$ cat src/rtl/sdram_init_pkg.sv
package sdram_init_pkg;

  typedef enum logic [2:0] {
    CMD_NOP = 3'd0,
    CMD_PRE = 3'd1,
    CMD_MRS = 3'd2,
    CMD_REF = 3'd3,
    CMD_RD  = 3'd4,
    CMD_WR  = 3'd5
  } sdram_cmd_e;

  typedef enum logic [2:0] {
    ST_WAIT,
    ST_ISSUE,
    ST_GAP,
    ST_DUMMY,
    ST_DONE
  } seq_state_e;

endpackage

$ cat src/rtl/sdram_init_ctl.sv
module sdram_init_ctl
  import sdram_init_pkg::*;
#(
  parameter int PWR_CYC   = 10000,
  parameter int GAP_CYC   = 100,
  parameter int REF_BURST = 4,
  parameter int DUMMY_N   = 10,
  parameter int ADDR_W    = 14,
  parameter int MODE_VAL  = 'h22
) (
  input  logic              clk,
  input  logic              rst_n,
  input  logic              hold,
  output sdram_cmd_e        cmd,
  output logic [ADDR_W-1:0] addr,
  output logic              ref_en,
  output logic              ready
);

  localparam int CNT_MAX = (PWR_CYC > GAP_CYC) ? PWR_CYC : GAP_CYC;
  localparam int CNT_W   = $clog2(CNT_MAX + 1);
  localparam int BC_W    = $clog2(REF_BURST + 1);
  localparam int WD_W    = $clog2(DUMMY_N + 1);
  localparam logic [2:0] G_PRE  = 3'd0;
  localparam logic [2:0] G_MRS1 = 3'd1;
  localparam logic [2:0] G_REFB = 3'd3;
  localparam logic [2:0] G_MRS2 = 3'd4;

  seq_state_e       st;
  logic [CNT_W-1:0] cnt;
  logic [2:0]       grp;
  logic [BC_W-1:0]  bc;
  logic [WD_W-1:0]  wrd;
  logic             ph;
  logic             in_ref_grp;

  assign in_ref_grp = (grp != G_PRE) && (grp != G_MRS1) && (grp != G_MRS2);

  always_ff @(posedge clk or negedge rst_n) begin
    if (!rst_n) begin
      st  <= ST_WAIT;
      cnt <= CNT_W'(PWR_CYC - 1);
      grp <= G_PRE;
      bc  <= '0;
      wrd <= '0;
      ph  <= 1'b0;
    end else begin
      case (st)
        ST_WAIT: begin
          if (cnt == '0) st <= ST_ISSUE;
          else           cnt <= cnt - 1'b1;
        end
        ST_ISSUE: begin
          if (in_ref_grp && (bc != BC_W'(REF_BURST - 1))) begin
            bc <= bc + 1'b1;
          end else begin
            bc  <= '0;
            st  <= ST_GAP;
            cnt <= CNT_W'(GAP_CYC - 1);
          end
        end
        ST_GAP: begin
          if (cnt != '0) begin
            cnt <= cnt - 1'b1;
          end else if (grp == G_MRS2) begin
            st <= ST_DUMMY;
          end else begin
            grp <= grp + 1'b1;
            st  <= ST_ISSUE;
          end
        end
        ST_DUMMY: begin
          if (!ph) begin
            if (!hold) ph <= 1'b1;
          end else begin
            ph <= 1'b0;
            if (wrd == WD_W'(DUMMY_N - 1)) st <= ST_DONE;
            else                           wrd <= wrd + 1'b1;
          end
        end
        default: st <= ST_DONE;
      endcase
    end
  end

  always_comb begin
    cmd  = CMD_NOP;
    addr = '0;
    case (st)
      ST_ISSUE: begin
        if (grp == G_PRE) begin
          cmd = CMD_PRE;
        end else if (grp == G_MRS1 || grp == G_MRS2) begin
          cmd  = CMD_MRS;
          addr = ADDR_W'(MODE_VAL << 2);
        end else begin
          cmd = CMD_REF;
        end
      end
      ST_DUMMY: begin
        addr = ADDR_W'({wrd, 2'b00});
        if (ph)         cmd = CMD_WR;
        else if (!hold) cmd = CMD_RD;
      end
      default: ;
    endcase
  end

  assign ref_en = ((st == ST_GAP) && (grp == G_MRS2)) || (st == ST_DUMMY) || (st == ST_DONE);
  assign ready  = (st == ST_DONE);

endmodule

$ cat src/rtl/sdram_ref_timer.sv
module sdram_ref_timer #(
  parameter int DIV_FAST = 8,
  parameter int DIV_SLOW = 16,
  parameter int TICKS    = 195,
  parameter int SIZE_W   = 10,
  parameter int SMALL_MB = 32
) (
  input  logic              clk,
  input  logic              rst_n,
  input  logic              en,
  input  logic              size_vld,
  input  logic [SIZE_W-1:0] size_mb,
  input  logic              ack,
  output logic              req
);

  localparam int DIV_MAX = (DIV_SLOW > DIV_FAST) ? DIV_SLOW : DIV_FAST;
  localparam int PRE_W   = $clog2(DIV_MAX + 1);
  localparam int PER_W   = $clog2(TICKS + 1);

  logic             slow;
  logic [PRE_W-1:0] pre;
  logic [PER_W-1:0] per;
  logic [PRE_W-1:0] pre_last;
  logic             tick;
  logic             period_end;

  assign pre_last   = slow ? PRE_W'(DIV_SLOW - 1) : PRE_W'(DIV_FAST - 1);
  assign tick       = en && (pre >= pre_last);
  assign period_end = tick && (per == PER_W'(TICKS - 1));

  always_ff @(posedge clk or negedge rst_n) begin
    if (!rst_n) begin
      slow <= 1'b0;
    end else if (size_vld) begin
      slow <= (size_mb <= SIZE_W'(SMALL_MB));
    end
  end

  always_ff @(posedge clk or negedge rst_n) begin
    if (!rst_n) begin
      pre <= '0;
      per <= '0;
    end else if (!en) begin
      pre <= '0;
      per <= '0;
    end else if (tick) begin
      pre <= '0;
      per <= period_end ? '0 : per + 1'b1;
    end else begin
      pre <= pre + 1'b1;
    end
  end

  always_ff @(posedge clk or negedge rst_n) begin
    if (!rst_n) req <= 1'b0;
    else        req <= period_end | (req & ~ack);
  end

endmodule

$ cat src/rtl/sdram_init_seq.sv
module sdram_init_seq
  import sdram_init_pkg::*;
#(
  parameter int CLK_MHZ   = 50,
  parameter int PWR_US    = 200,
  parameter int GAP_US    = 2,
  parameter int REF_TICKS = 195,
  parameter int DIV_FAST  = 8,
  parameter int DIV_SLOW  = 16,
  parameter int REF_BURST = 4,
  parameter int DUMMY_N   = 10,
  parameter int ADDR_W    = 14,
  parameter int SIZE_W    = 10,
  parameter int SMALL_MB  = 32,
  parameter int MODE_VAL  = 'h22
) (
  input  logic              clk,
  input  logic              rst_n,
  input  logic              size_vld,
  input  logic [SIZE_W-1:0] size_mb,
  input  logic              ref_ack,
  output logic [2:0]        cmd,
  output logic [ADDR_W-1:0] addr,
  output logic              ref_req,
  output logic              ready
);

  localparam int PWR_CYC = CLK_MHZ * PWR_US;
  localparam int GAP_CYC = CLK_MHZ * GAP_US;

  sdram_cmd_e cmd_e;
  logic       ref_en;

  sdram_init_ctl #(
    .PWR_CYC  (PWR_CYC),
    .GAP_CYC  (GAP_CYC),
    .REF_BURST(REF_BURST),
    .DUMMY_N  (DUMMY_N),
    .ADDR_W   (ADDR_W),
    .MODE_VAL (MODE_VAL)
  ) u_ctl (
    .clk   (clk),
    .rst_n (rst_n),
    .hold  (ref_req),
    .cmd   (cmd_e),
    .addr  (addr),
    .ref_en(ref_en),
    .ready (ready)
  );

  sdram_ref_timer #(
    .DIV_FAST(DIV_FAST),
    .DIV_SLOW(DIV_SLOW),
    .TICKS   (REF_TICKS),
    .SIZE_W  (SIZE_W),
    .SMALL_MB(SMALL_MB)
  ) u_tmr (
    .clk     (clk),
    .rst_n   (rst_n),
    .en      (ref_en),
    .size_vld(size_vld),
    .size_mb (size_mb),
    .ack     (ref_ack),
    .req     (ref_req)
  );

  assign cmd = cmd_e;

endmodule

$ cat config.mk
export PLATFORM = sky130hd
export DESIGN_NAME = sdram_init_seq
export DESIGN_NICKNAME = d
export VERILOG_FILES = /design/src/rtl/sdram_init_pkg.sv /design/src/rtl/sdram_init_ctl.sv /design/src/rtl/sdram_ref_timer.sv /design/src/rtl/sdram_init_seq.sv
export SDC_FILE = /design/constraint.sdc
export NUM_CORES = 1
export LEC_CHECK = 0
export ABC_AREA = 0
export BUFFER_PORTS_ARGS = -buffer_cell sky130_fd_sc_hd__buf_2
export CORE_UTILIZATION = 38
export CTS_BUF_LIST = sky130_fd_sc_hd__clkbuf_8
export DETAILED_ROUTE_END_ITERATION = 7
export SKIP_LAST_GASP = 1
export SYNTH_ARGS = -nofsm -noshare
export SYNTH_HDL_FRONTEND = slang
export SYNTH_HIERARCHICAL = 1
export SYNTH_SLANG_ARGS = --single-unit
$ cat constraint.sdc
create_clock -name clk -period 2.06 [get_ports clk]
set_input_delay 0.309 -clock clk [delete_from_list [all_inputs] [get_ports clk]]
set_output_delay 0.309 -clock clk [all_outputs]
set_load 0.02 [all_outputs]
* Yosys cells after proc, flatten, opt, wreduce, memory -nomap -nowiden *
Index checks and enable logic that the tools add are counted.

storage, ports and cells
  flip-flop bits (word level) = 43
  bits in latches = 0
  RAM bits = 0
  bits in read-only memories = 0
  output and inout bits = 19
  word-level logic and storage cells = 90
  memories kept = 0

operators by class
  $add $sub $neg = 6
  multipliers = 0
  div/mod/pow operators = 0
  magnitude comparators = 2
  equality and inequality tests = 19
  shift-type cells = 0
  mux-type cells = 28
  bitwise operators = 6
  reductions and logical operators = 19

operators by type and width
  operator               count
  $mux 14                4
  $pmux 14 s3            1
  $mux 8                 4
  $pmux 14 s2            1
  $mux 3                 9
  $logic_not 14->1       1
  $reduce_bool 14->1     1
  $sub 14x1->14 const B  1
  $pmux 3 s4             1
  $le 10x6->1 const B    1
  $mux 5                 2
  $add 8x1->8 const B    1
  $eq 8x8->1 const B     1
  $ne 2x1->1 const B     4
  $ne 2x2->1 const B     4
  $add 3x1->3 const B    2
  $eq 3x1->1 const B     2
  $eq 3x2->1 const B     2
  $eq 3x3->1 const B     2
  $logic_and 1x1->1      6
  $logic_not 3->1        2
  $pmux 3 s2             1
  $reduce_and 3->1       2
  $reduce_bool 3->1      2
  16 further kinds       23

* Depth between registers and ports, before layout *
Gate-level depths: netlist of run 1.

  word-level depth = 9
  gate-level depth with buffers = 9
  mapped depth without buffers = 8

* Hierarchy *
The synthesis of run 1 kept the hierarchy.

modules (own cells, without submodules)
  module           times used  cells each  area an instance (sq um)  sequential area each (sq um)
  sdram_init_ctl   1           192         1,799.2                   710.7
  sdram_ref_timer  1           85          820.8                     375.4

* Worst setup path before layout of run 1 *
OpenSTA, ideal clock, no wires.

  path type = register to output
  start = register u_ctl.st[0]
  end = output port addr[3]
  arrival time = 1,799 ps
  required time = 1,751 ps
  path slack = -48 ps
  cell stages (with the launch flop) = 6
  cell sequence = dfrtp_1 clkbuf_1 or3b_2 clkbuf_1 nor2_1 a21o_1

between the ends
  cells in the longest elaborated chain, start to end = 2
  elaborated cells on any way between the ends = 3
  those cells by class = eq/ne (2); mux (1)

ends and longest elaborated chain
  element                                          line                  source
  start: declaration                               sdram_init_ctl.sv:29  seq_state_e st;
  start signal: assignment                         sdram_init_ctl.sv:41  st <= ST_WAIT;
  start signal: assignment                         sdram_init_ctl.sv:50  if (cnt == '0) st <= ST_ISSUE;
  start signal: assignment                         sdram_init_ctl.sv:58  st <= ST_GAP;
  $eq 3x2->1 / $eq 3x1->1 (equally long branches)  sdram_init_ctl.sv:89  case (st)
  $pmux 14 s2 *                                    sdram_init_ctl.sv:89
  end: declaration                                 sdram_init_seq.sv:23  output logic [ADDR_W-1:0] addr,

Mark *: on every way between the ends. The rest lies on a longest branch, timed or not.

* Final worst setup path of run 1 *
Same ends and word-level chain as after synthesis.

==> results_dict.tcl, run 1 <==
set metrics [dict create \
    hold_path_startpoint "ref_ack" \
    setup_slack_ps 79.3 \
    run_status "complete, no violations" \
    async_reset_ff_share_pct 100 \
    crit_arrival_ps 1670 \
    cts_tree "yes" \
    period_share_pct 96.1 \
    drv_cap 0 \
    drive_above_1_share_pct 27.6 \
    hp-class "in -> reg" \
    viasPerCell 5.28 \
    min_period_ps 1980 \
    area_delta_synth_final_pct 19.3 \
    grt_pass1_vias 2012 \
    synth_top_area_cell "dfrtp_1" \
    synthDistinctLibCells 61 \
    path_class "reg -> out" \
    ys_warn_count 6 \
    skew_ps 5.61 \
    portBuffers 23 \
    wl_um 5530 \
    ys_top_cells_by_area "dfrtp_1 (33%), dfstp_2 (8.0%), ha_1 (5.7%), nand2_1 (3.3%), nor2_1 (3.2%)" \
    fin_area_mm2 0.00313 \
    drv_slew 0 \
    worstPathMaxFanout 8 \
    syn_inst 277 \
    die-area_mm2 0.00723 \
    io_pins 33 \
    dr.first_iter.drc_count 76 \
    fin_tns_setup_ps 0 \
    fp.coreArea_mm2 0.00649 \
    drc_errors 0 \
    max_stage_delay_ps 440 \
    p_total_w 0.00166 \
    path_cells "buf_4 > or3b_4 > nor2_2 > a21o_1 > buf_2" \
    ys_seq_area_share_pct 41.5 \
    crit_path_start_kind "flop" \
    grt_pass1_wl_um 9180 \
    final_antenna_net_count 0 \
    cp_slowest_cell "or3b_4" \
    fmax_ghz 0.505 \
    synth_edf_count 0 \
    cp-end-kind "output port" \
    path_clk_slew_ps 80 \
    dp_cells 388 \
    grt_max_degree 32 \
    ys_ff_latch 43 \
    reg2reg_from "u_ctl/cnt[6]" \
    hold_depth 2 \
    p_per_area_mw_per_mm2 530 \
    p_leak_nw 1.42 \
    regToRegSetupSlack_ps 90 \
    path_delay_family "simple AND/OR/NAND/NOR gates" \
    crit_buf_inv 2 \
    vdd_ir_drop_max_mv 0.322 \
    gp_congestion 0.856 \
    finalNetCount 347 \
    htreeDepth 2 \
    yosysMostFrequentCell "dfrtp_1" \
    clock_sinks 43 \
    final_cell_count_no_fill 399 \
    drt-pass1-iter-count 4 \
    cts_buffers 5 \
    clockBufferDepth 2 \
    dp_hpwl_um 4110 \
    yosysTopAreaCellShare_pct 33.4 \
    place_ws_ps -54.2 \
    rr_worst_depth 4 \
    finalHoldViolCount 0 \
    clk_latency_ps 290 \
    vias 2106 \
    dieHeight_um 85.0 \
    setup_viol 0 \
    syn_area_per_cell_um2 9.46 \
    overflow 0 \
    track_usage_pct 16.2 \
    netlist_area_mm2 0.00262 \
    wl_per_cell_um 13.9 \
    die_x_um 85.0 \
    num_rows 29 \
    clock-root-buffer "clkbuf_8" \
    placed_area_mm2 0.00291 \
    synth_common_cells "dfrtp_1 (35), nand2_1 (23), nor2_1 (22), inv_1 (13), nand3_1 (13)" \
    start_util_pct 40.3 \
    worstReg2RegEnd "u_ctl/cnt[11]" \
    antenna_found_initial 0 \
    n_antenna_cell 0 \
    critical_path_required_ps 1750 \
    synth_flop_cell "dfrtp_1" \
    hold_path_end "u_tmr/req" \
]
[state kept, by name, indices dropped and copies added, names as in the netlist]
signal      cells
u_ctl/bc        3
u_tmr/req       1
u_tmr/pre       5
u_ctl/wrd       4
u_ctl/ph        1
u_ctl/st        3
u_ctl/cnt      14
u_tmr/per       8
u_ctl/grp       3
u_tmr/slow      1
[cell type report]
class                      instances  area, µm²
clock buffer                       5       68.8
timing repair buffer              48        305
tap                               77       96.3
sequential                        43       1090
clock inverter                     3       63.8
fill                             608       3370
multi-input combinational        210       1460
inverter                          13       48.8
[worst register-to-register path, delay by kind of cell (launching register included)]
family / cells / cell delay, ps
and+or+nand+nor: 2 / 1050
AOI/OAI and AO/OA: 2 / 410
DFF: 1 / 380
[power breakdown]
part	switching [W]	leakage [nW]	internal, W
clock network	0.000286	0.0695	0.000480
registers	0.0000000914	0.557	0.000845
logic	0.0000342	0.796	0.0000120
[logic make-up (layout without fill, tap and decap cells)]
group | count (synthesis) | after routing | share of synthesized area, %
AND/OR/NAND/NOR | 111 | 111 | 23.3
AO/OA/AOI/OAI | 67 | 67 | 19.0
flip-flops | 43 | 43 | 41.5
buffers and inverters | 32 | 69 | 6.45
adder cells (fa/ha/maj) | 12 | 12 | 5.73
XOR/XNOR | 7 | 7 | 2.34
multiplexers | 4 | 4 | 1.58
other | 1 | 9 | 0.143
[worst max-delay path by stage]
stage            startpoint            end  cells past startpoint
3_5_place_dp   u_ctl/cnt[0]   u_ctl/cnt[4]                      6
4_1_cts        u_ctl/cnt[0]   u_ctl/grp[1]                      6
3_3_place_gp   u_ctl/cnt[0]  u_ctl/cnt[13]                      6
2_1_floorplan  u_ctl/cnt[4]  u_ctl/cnt[11]                      5
5_1_grt        u_ctl/grp[0]        addr[3]                      6
6_report        u_ctl/st[0]        addr[3]                      5
[metrics by stage]
stage,util [%],hold WS [ps]
finish,48.1,200
detailed placement,44.8,208
global route,48.1,177
CTS,47.1,184
floorplan,-,13.4
global placement,44.8,204
[what timing repair did]
item | 4_1_cts | 5_1_grt
endpoints found under the hold margin | 6 | 0
resized for setup | 2 | 12
buffers inserted | 0 | 2
hold buffers | 1 | 0
pin swaps | 1 | 2
setup endpoints to repair | 6 | 13
[placed cells by master (no fill, tap or decap), types with 3 or more instances in the layout]
| master | count |
|---|---|
| dfrtp_1 | 35 |
| buf_4 | 24 |
| buf_2 | 23 |
| nand2_1 | 22 |
| nor2_1 | 21 |
| inv_1 | 13 |
| nand3_1 | 13 |
| o21ai_0 | 12 |
| a21oi_1 | 10 |
| ha_1 | 10 |
| conb_1 | 9 |
| dfstp_2 | 8 |
| a31oi_1 | 7 |
| or3_1 | 6 |
| nand4_1 | 6 |
| clkbuf_8 | 5 |
| a21boi_0 | 5 |
| and2_1 | 5 |
| nor3_1 | 5 |
| nor3b_1 | 4 |
| xnor2_1 | 4 |
| a21o_1 | 3 |
| nor4_1 | 3 |
| or4_4 | 3 |
| a31o_2 | 3 |
| xor2_1 | 3 |
| and3_1 | 3 |
[per-layer routing]
metal / part of all wire (%) / wire length [µm] / track usage [%]
met5: 0 / 0 / 0
met1: 48 / 2630 / 21.0
met2: 50 / 2750 / 26.8
met4: 0.74 / 41 / 6.16
met3: 1.9 / 105 / 3.02
Note: power is estimated with default switching activity, not from simulation.
==> run 2, diff against run 1 <==
--- a/config.mk
+++ b/config.mk
@@ -7,9 +7,10 @@
 export LEC_CHECK = 0
 export ABC_AREA = 0
 export BUFFER_PORTS_ARGS = -buffer_cell sky130_fd_sc_hd__buf_2
-export CORE_UTILIZATION = 38
+export CORE_UTILIZATION = 54
 export CTS_BUF_LIST = sky130_fd_sc_hd__clkbuf_8
 export DETAILED_ROUTE_END_ITERATION = 7
+export PLACE_DENSITY = 0.78
 export SKIP_LAST_GASP = 1
 export SYNTH_ARGS = -nofsm -noshare
 export SYNTH_HDL_FRONTEND = slang
==> results_dict.tcl, run 2 (synthesis gave the netlist of run 1 again) <==
set metrics [dict create \
    run_status "complete, no violations" \
    die-area_mm2 0.00513 \
    num_rows 24 \
    fin_area_mm2 0.00304 \
    drt-pass1-iter-count 4 \
    crit_path_start_kind "flop" \
    timing.slew.headroom_pct 63.0 \
    die_x_um 71.7 \
    min_period_ps 1990 \
    p_switching_w 0.000340 \
    clock_sinks 43 \
    crit_arrival_ps 2150 \
    cts_tree "yes" \
    io_pins 33 \
    wl_um 5550 \
    path_clk_slew_ps 80 \
    dp_cells 359 \
    finalNetCount 346 \
    hp-class "in -> async" \
    drv_slew 0 \
    path_cells "or2_2 > or4_4 > o311ai_4 > o311ai_2" \
    largest-register "u_ctl/cnt" \
    drive_above_1_share_pct 28.7 \
    max_stage_delay_ps 570 \
    critical_path_required_ps 2230 \
    vdd_ir_drop_max_mv 0.421 \
    clk_latency_ps 300 \
    final_antenna_net_count 0 \
    grt_pass1_wl_um 9200 \
    fill_cells 349 \
    gp_congestion 0.851 \
    start_util_pct 58.2 \
    most-common-layout-cells "dfrtp_1 (34), buf_4 (24), buf_2 (23)" \
    drc_errors 0 \
    grt_max_degree 44 \
    utilization_pct 67.6 \
    path_delay_family "simple AND/OR/NAND/NOR gates" \
    placed_area_mm2 0.00285 \
    power.internal_w 0.00109 \
    htreeDepth 2 \
    path_class "reg -> reg" \
    dieHeight_um 71.7 \
    wl_per_cell_um 14.9 \
    cp.depth 4 \
    drv_cap 0 \
    clockBufferDepth 2 \
    area_delta_synth_final_pct 16.1 \
    p_comb_share_pct 3.2 \
    rr_worst_depth 4 \
    clock-root-buffer "clkbuf_8" \
    cp-end-kind "flop" \
    cts_buffers 5 \
    crit_buf_inv 0 \
    pwr-share-seq_pct 59.1 \
    p_per_area_mw_per_mm2 469 \
    setup_viol 0 \
    fp.coreArea_mm2 0.00450 \
    clockPowerShare_pct 37.7 \
    fmax_ghz 0.503 \
    finalHoldViolCount 0 \
    layout_commonest_cell "dfrtp_1" \
    viasPerCell 5.84 \
    period_share_pct 96.4 \
    dr.first_iter.drc_count 189 \
    top_regs "u_ctl/cnt x14, u_tmr/per x8, u_tmr/pre x5" \
    p_leak_nw 1.40 \
    vias 2180 \
    skew_ps 8.83 \
    swShare_pct 23.8 \
    grt_pass1_vias 2061 \
    n_antenna_cell 0 \
    overflow 0 \
    worstPathMaxFanout 9 \
    cp_slowest_cell "or4_4" \
    final_cell_count_no_fill 373 \
    antenna_found_initial 0 \
    track_usage_pct 22.9 \
    dp_hpwl_um 3910 \
    largest_reg_flops 14 \
    portBuffers 23 \
    tightest_slew_ps 551 \
]
==> run 2: cell types whose count changed in the layout (fill, tap and decap cells not counted), moves of 2 or more <==
| cell | change |
|---|---|
| bufinv_16 | -2 |
| ha_2 | +3 |
| ha_4 | -2 |
| or4_1 | +2 |
| or4_4 | -2 |
==> run 2: final cells by class <==
class / count / area [µm²] / share of cell area (%)
multi-input cells: 210 / 1460 / 48.0
repair buffers: 47 / 295 / 9.70
inverters: 13 / 48.8 / 1.60
clock inverters: 3 / 16.3 / 0.535
clock buffers: 5 / 68.8 / 2.26
well taps: 52 / 65.1 / 2.14
flip-flops and latches: 43 / 1090 / 35.7
==> run 2: per-stage QoR <==
| stage | hold slack, ps | total power, W | setup TNS [ps] | setup slack [ps] |
|---|---|---|---|---|
| 2_1_floorplan | 13.4 | 0.000890 | 0 | 4.25 |
| 3_3_place_gp | 410 | 0.000906 | 0 | 38.5 |
| 3_5_place_dp | 415 | 0.000907 | -65.3 | -41.1 |
| 4_1_cts | 81.1 | 0.00144 | 0 | 16.8 |
| 5_1_grt | 115 | 0.00148 | -53.9 | -33.7 |
| 6_report | 63.9 | 0.00143 | 0 | 73.2 |
==> run 2: path summary, 6_finish.rpt <==
kind	startpoint	to	slack, ps
max in group asynchronous	rst_n	u_ctl/cnt[5]	1600
worst max register to register	u_ctl/st[2]	u_ctl/cnt[11]	70
worst max-delay path	u_ctl/st[2]	u_ctl/cnt[11]	70
worst min-delay path	rst_n	u_ctl/grp[0]	60
worst min register to register	u_ctl/bc[1]	u_ctl/bc[1]	490
min in group clk	ref_ack	u_tmr/req	190
==> run 2: worst reg2reg max path, delay by kind of cell (launching register included) <==
| family | cells | cell delay [ps] |
|---|---|---|
| flip-flops | 1 | 470 |
| AO/OA/AOI/OAI | 2 | 430 |
| AND/OR/NAND/NOR | 2 | 950 |
==> run 2: power by group through the flow <==
stage,logic [W],clock network [W],registers (W)
3_5_place_dp,0.0000465,0,0.000861
4_1_cts,0.0000464,0.000548,0.000845
6_report,0.0000451,0.000538,0.000845
2_1_floorplan,0.0000292,0,0.000861
5_1_grt,0.0000518,0.000582,0.000845
3_3_place_gp,0.0000455,0,0.000861
==> run 2: what timing repair did <==
item                                    CTS  global route
gates cloned                              0             0
pin swaps                                 1             3
hold buffers                              0             0
setup buffers                             0             6
endpoints found under the setup margin    6            13
resized for setup                         2            14
==> run 2: layer usage <==
metal	track usage, %	part of all wire, %	up-vias
met5	0	0	-
met4	9.15	0.81	0
met3	5.49	3.6	6
met2	37.0	51	40
met1	29.6	45	1058
li1	-	-	1076
==> run 3, diff against run 2 <==
--- a/config.mk
+++ b/config.mk
@@ -10,7 +10,9 @@
 export CORE_UTILIZATION = 54
 export CTS_BUF_LIST = sky130_fd_sc_hd__clkbuf_8
 export DETAILED_ROUTE_END_ITERATION = 7
-export PLACE_DENSITY = 0.78
+export HOLD_SLACK_MARGIN = 0.08
+export PLACE_DENSITY = 0.9
+export SKIP_CTS_REPAIR_TIMING = 1
 export SKIP_LAST_GASP = 1
 export SYNTH_ARGS = -nofsm -noshare
 export SYNTH_HDL_FRONTEND = slang
==> results_dict.tcl, run 3 (synthesis gave the netlist of run 1 again) <==
set metrics [dict create \
    p_leak_nw 1.42 \
    holdWs_ps 193 \
    antenna_found_initial 0 \
    setup_slack_ps 8.81 \
    grt_max_degree 30 \
    dieHeight_um 71.7 \
    crit_arrival_ps 2280 \
    clockPowerShare_pct 46.4 \
    grt_pass1_wl_um 9340 \
    io_pins 33 \
    worstPathMaxFanout 5 \
    top_regs "u_ctl/cnt x14, u_tmr/per x8, u_tmr/pre x5" \
    viasPerCell 6.13 \
    drv_cap 0 \
    p_per_area_mw_per_mm2 534 \
    swShare_pct 19.7 \
    pwr-share-seq_pct 50.7 \
    track_usage_pct 23.1 \
    largest_reg_flops 14 \
    drt-pass1-iter-count 4 \
    grt_pass1_vias 2157 \
    skew_ps 5.20 \
    crit_path_start_kind "flop" \
    most-common-layout-cells "dfrtp_1 (35), buf_2 (23), nand2_1 (23)" \
    die-area_mm2 0.00513 \
    htreeDepth 2 \
    portBuffers 23 \
    overflow 0 \
    power.internal_w 0.00134 \
    run_status "complete, no violations" \
    clk_latency_ps 300 \
    cp-end-kind "flop" \
    vias 2280 \
    final_cell_count_no_fill 372 \
    path_clk_slew_ps 80 \
    area_delta_synth_final_pct 19.1 \
    clock_sinks 43 \
    finalNetCount 345 \
    period_share_pct 99.6 \
    p_switching_w 0.000328 \
    setup_viol 0 \
    dp_cells 358 \
    utilization_pct 69.3 \
    fp.coreArea_mm2 0.00450 \
    dp_hpwl_um 4140 \
    wl_um 6130 \
    drc_errors 0 \
    n_antenna_cell 0 \
    path_class "reg -> reg" \
    critical_path_required_ps 2290 \
    placed_area_mm2 0.00285 \
    finalHoldViolCount 0 \
    fin_area_mm2 0.00312 \
    vdd_ir_drop_max_mv 0.371 \
    wl_per_cell_um 16.5 \
    min_period_ps 2050 \
    clock-root-buffer "clkbuf_8" \
    num_rows 24 \
    die_x_um 71.7 \
    clockBufferDepth 2 \
    gp_congestion 0.874 \
    dr.first_iter.drc_count 215 \
    p_comb_share_pct 3.0 \
    fmax_ghz 0.488 \
    final_antenna_net_count 0 \
    layout_commonest_cell "dfrtp_1" \
    start_util_pct 58.2 \
    drive_above_1_share_pct 27.2 \
    largest-register "u_ctl/cnt" \
    drv_slew 0 \
    cts_tree "yes" \
    cts_buffers 5 \
    hp-class "in -> reg" \
    place_ws_ps -23.3 \
]
-- run 3: path summary, 6_finish.rpt --
check,from,to,slack (ps),cells past startpoint
max in group asynchronous,rst_n,u_ctl/cnt[1],1040,3
setup / recovery,u_ctl/cnt[10],u_ctl/cnt[3],9,5
min in group asynchronous,rst_n,u_ctl/cnt[11],480,2
setup reg to reg,u_ctl/cnt[10],u_ctl/cnt[3],9,5
hold reg to reg,u_tmr/pre[0],u_tmr/pre[0],490,1
hold / removal,ref_ack,u_tmr/req,190,2
-- run 3: power by group through the flow --
stage | clock (W) | sequential [W] | combinational [W]
after global placement | 0 | 0.000861 | 0.0000483
final | 0.000773 | 0.000845 | 0.0000496
after CTS | 0.000782 | 0.000845 | 0.0000493
after detailed placement | 0 | 0.000861 | 0.0000494
after floorplan | 0 | 0.000861 | 0.0000292
after global routing | 0.000817 | 0.000845 | 0.0000559
-- run 3: through the flow --
stage	power (W)	TNS, ps
after floorplan	0.000890	0
after global placement	0.000909	0
after detailed placement	0.000910	-61.5
after CTS	0.00168	-244
after global routing	0.00172	-155
final	0.00167	0
-- run 3: area by class of cell --
type / instances / area, µm²
inverters: 13 / 48.8
repair buffers: 46 / 310
clock inverters: 3 / 63.8
flip-flops and latches: 43 / 1090
clock buffers: 5 / 68.8
well taps: 52 / 65.1
fillers: 318 / 1390
multi-input cells: 210 / 1480
-- run 3: critical path: stages (launching register included) --
cell and delay, ps:
dfstp_2 400, or4_1 610, o41ai_4 480, buf_4 200, nor3_1 50, a211o_1 240
-- run 3: routing by layer --
metal  up-vias  global-route usage (%)  share of wire, %  wire (µm)
met2        76                    40.0                51       3130
met4         0                    10.7               2.4        144
li1       1081                       -                 -          -
met3        20                    4.22               5.0        305
met5         -                       0                 0          0
met1      1103                    27.7                42       2550
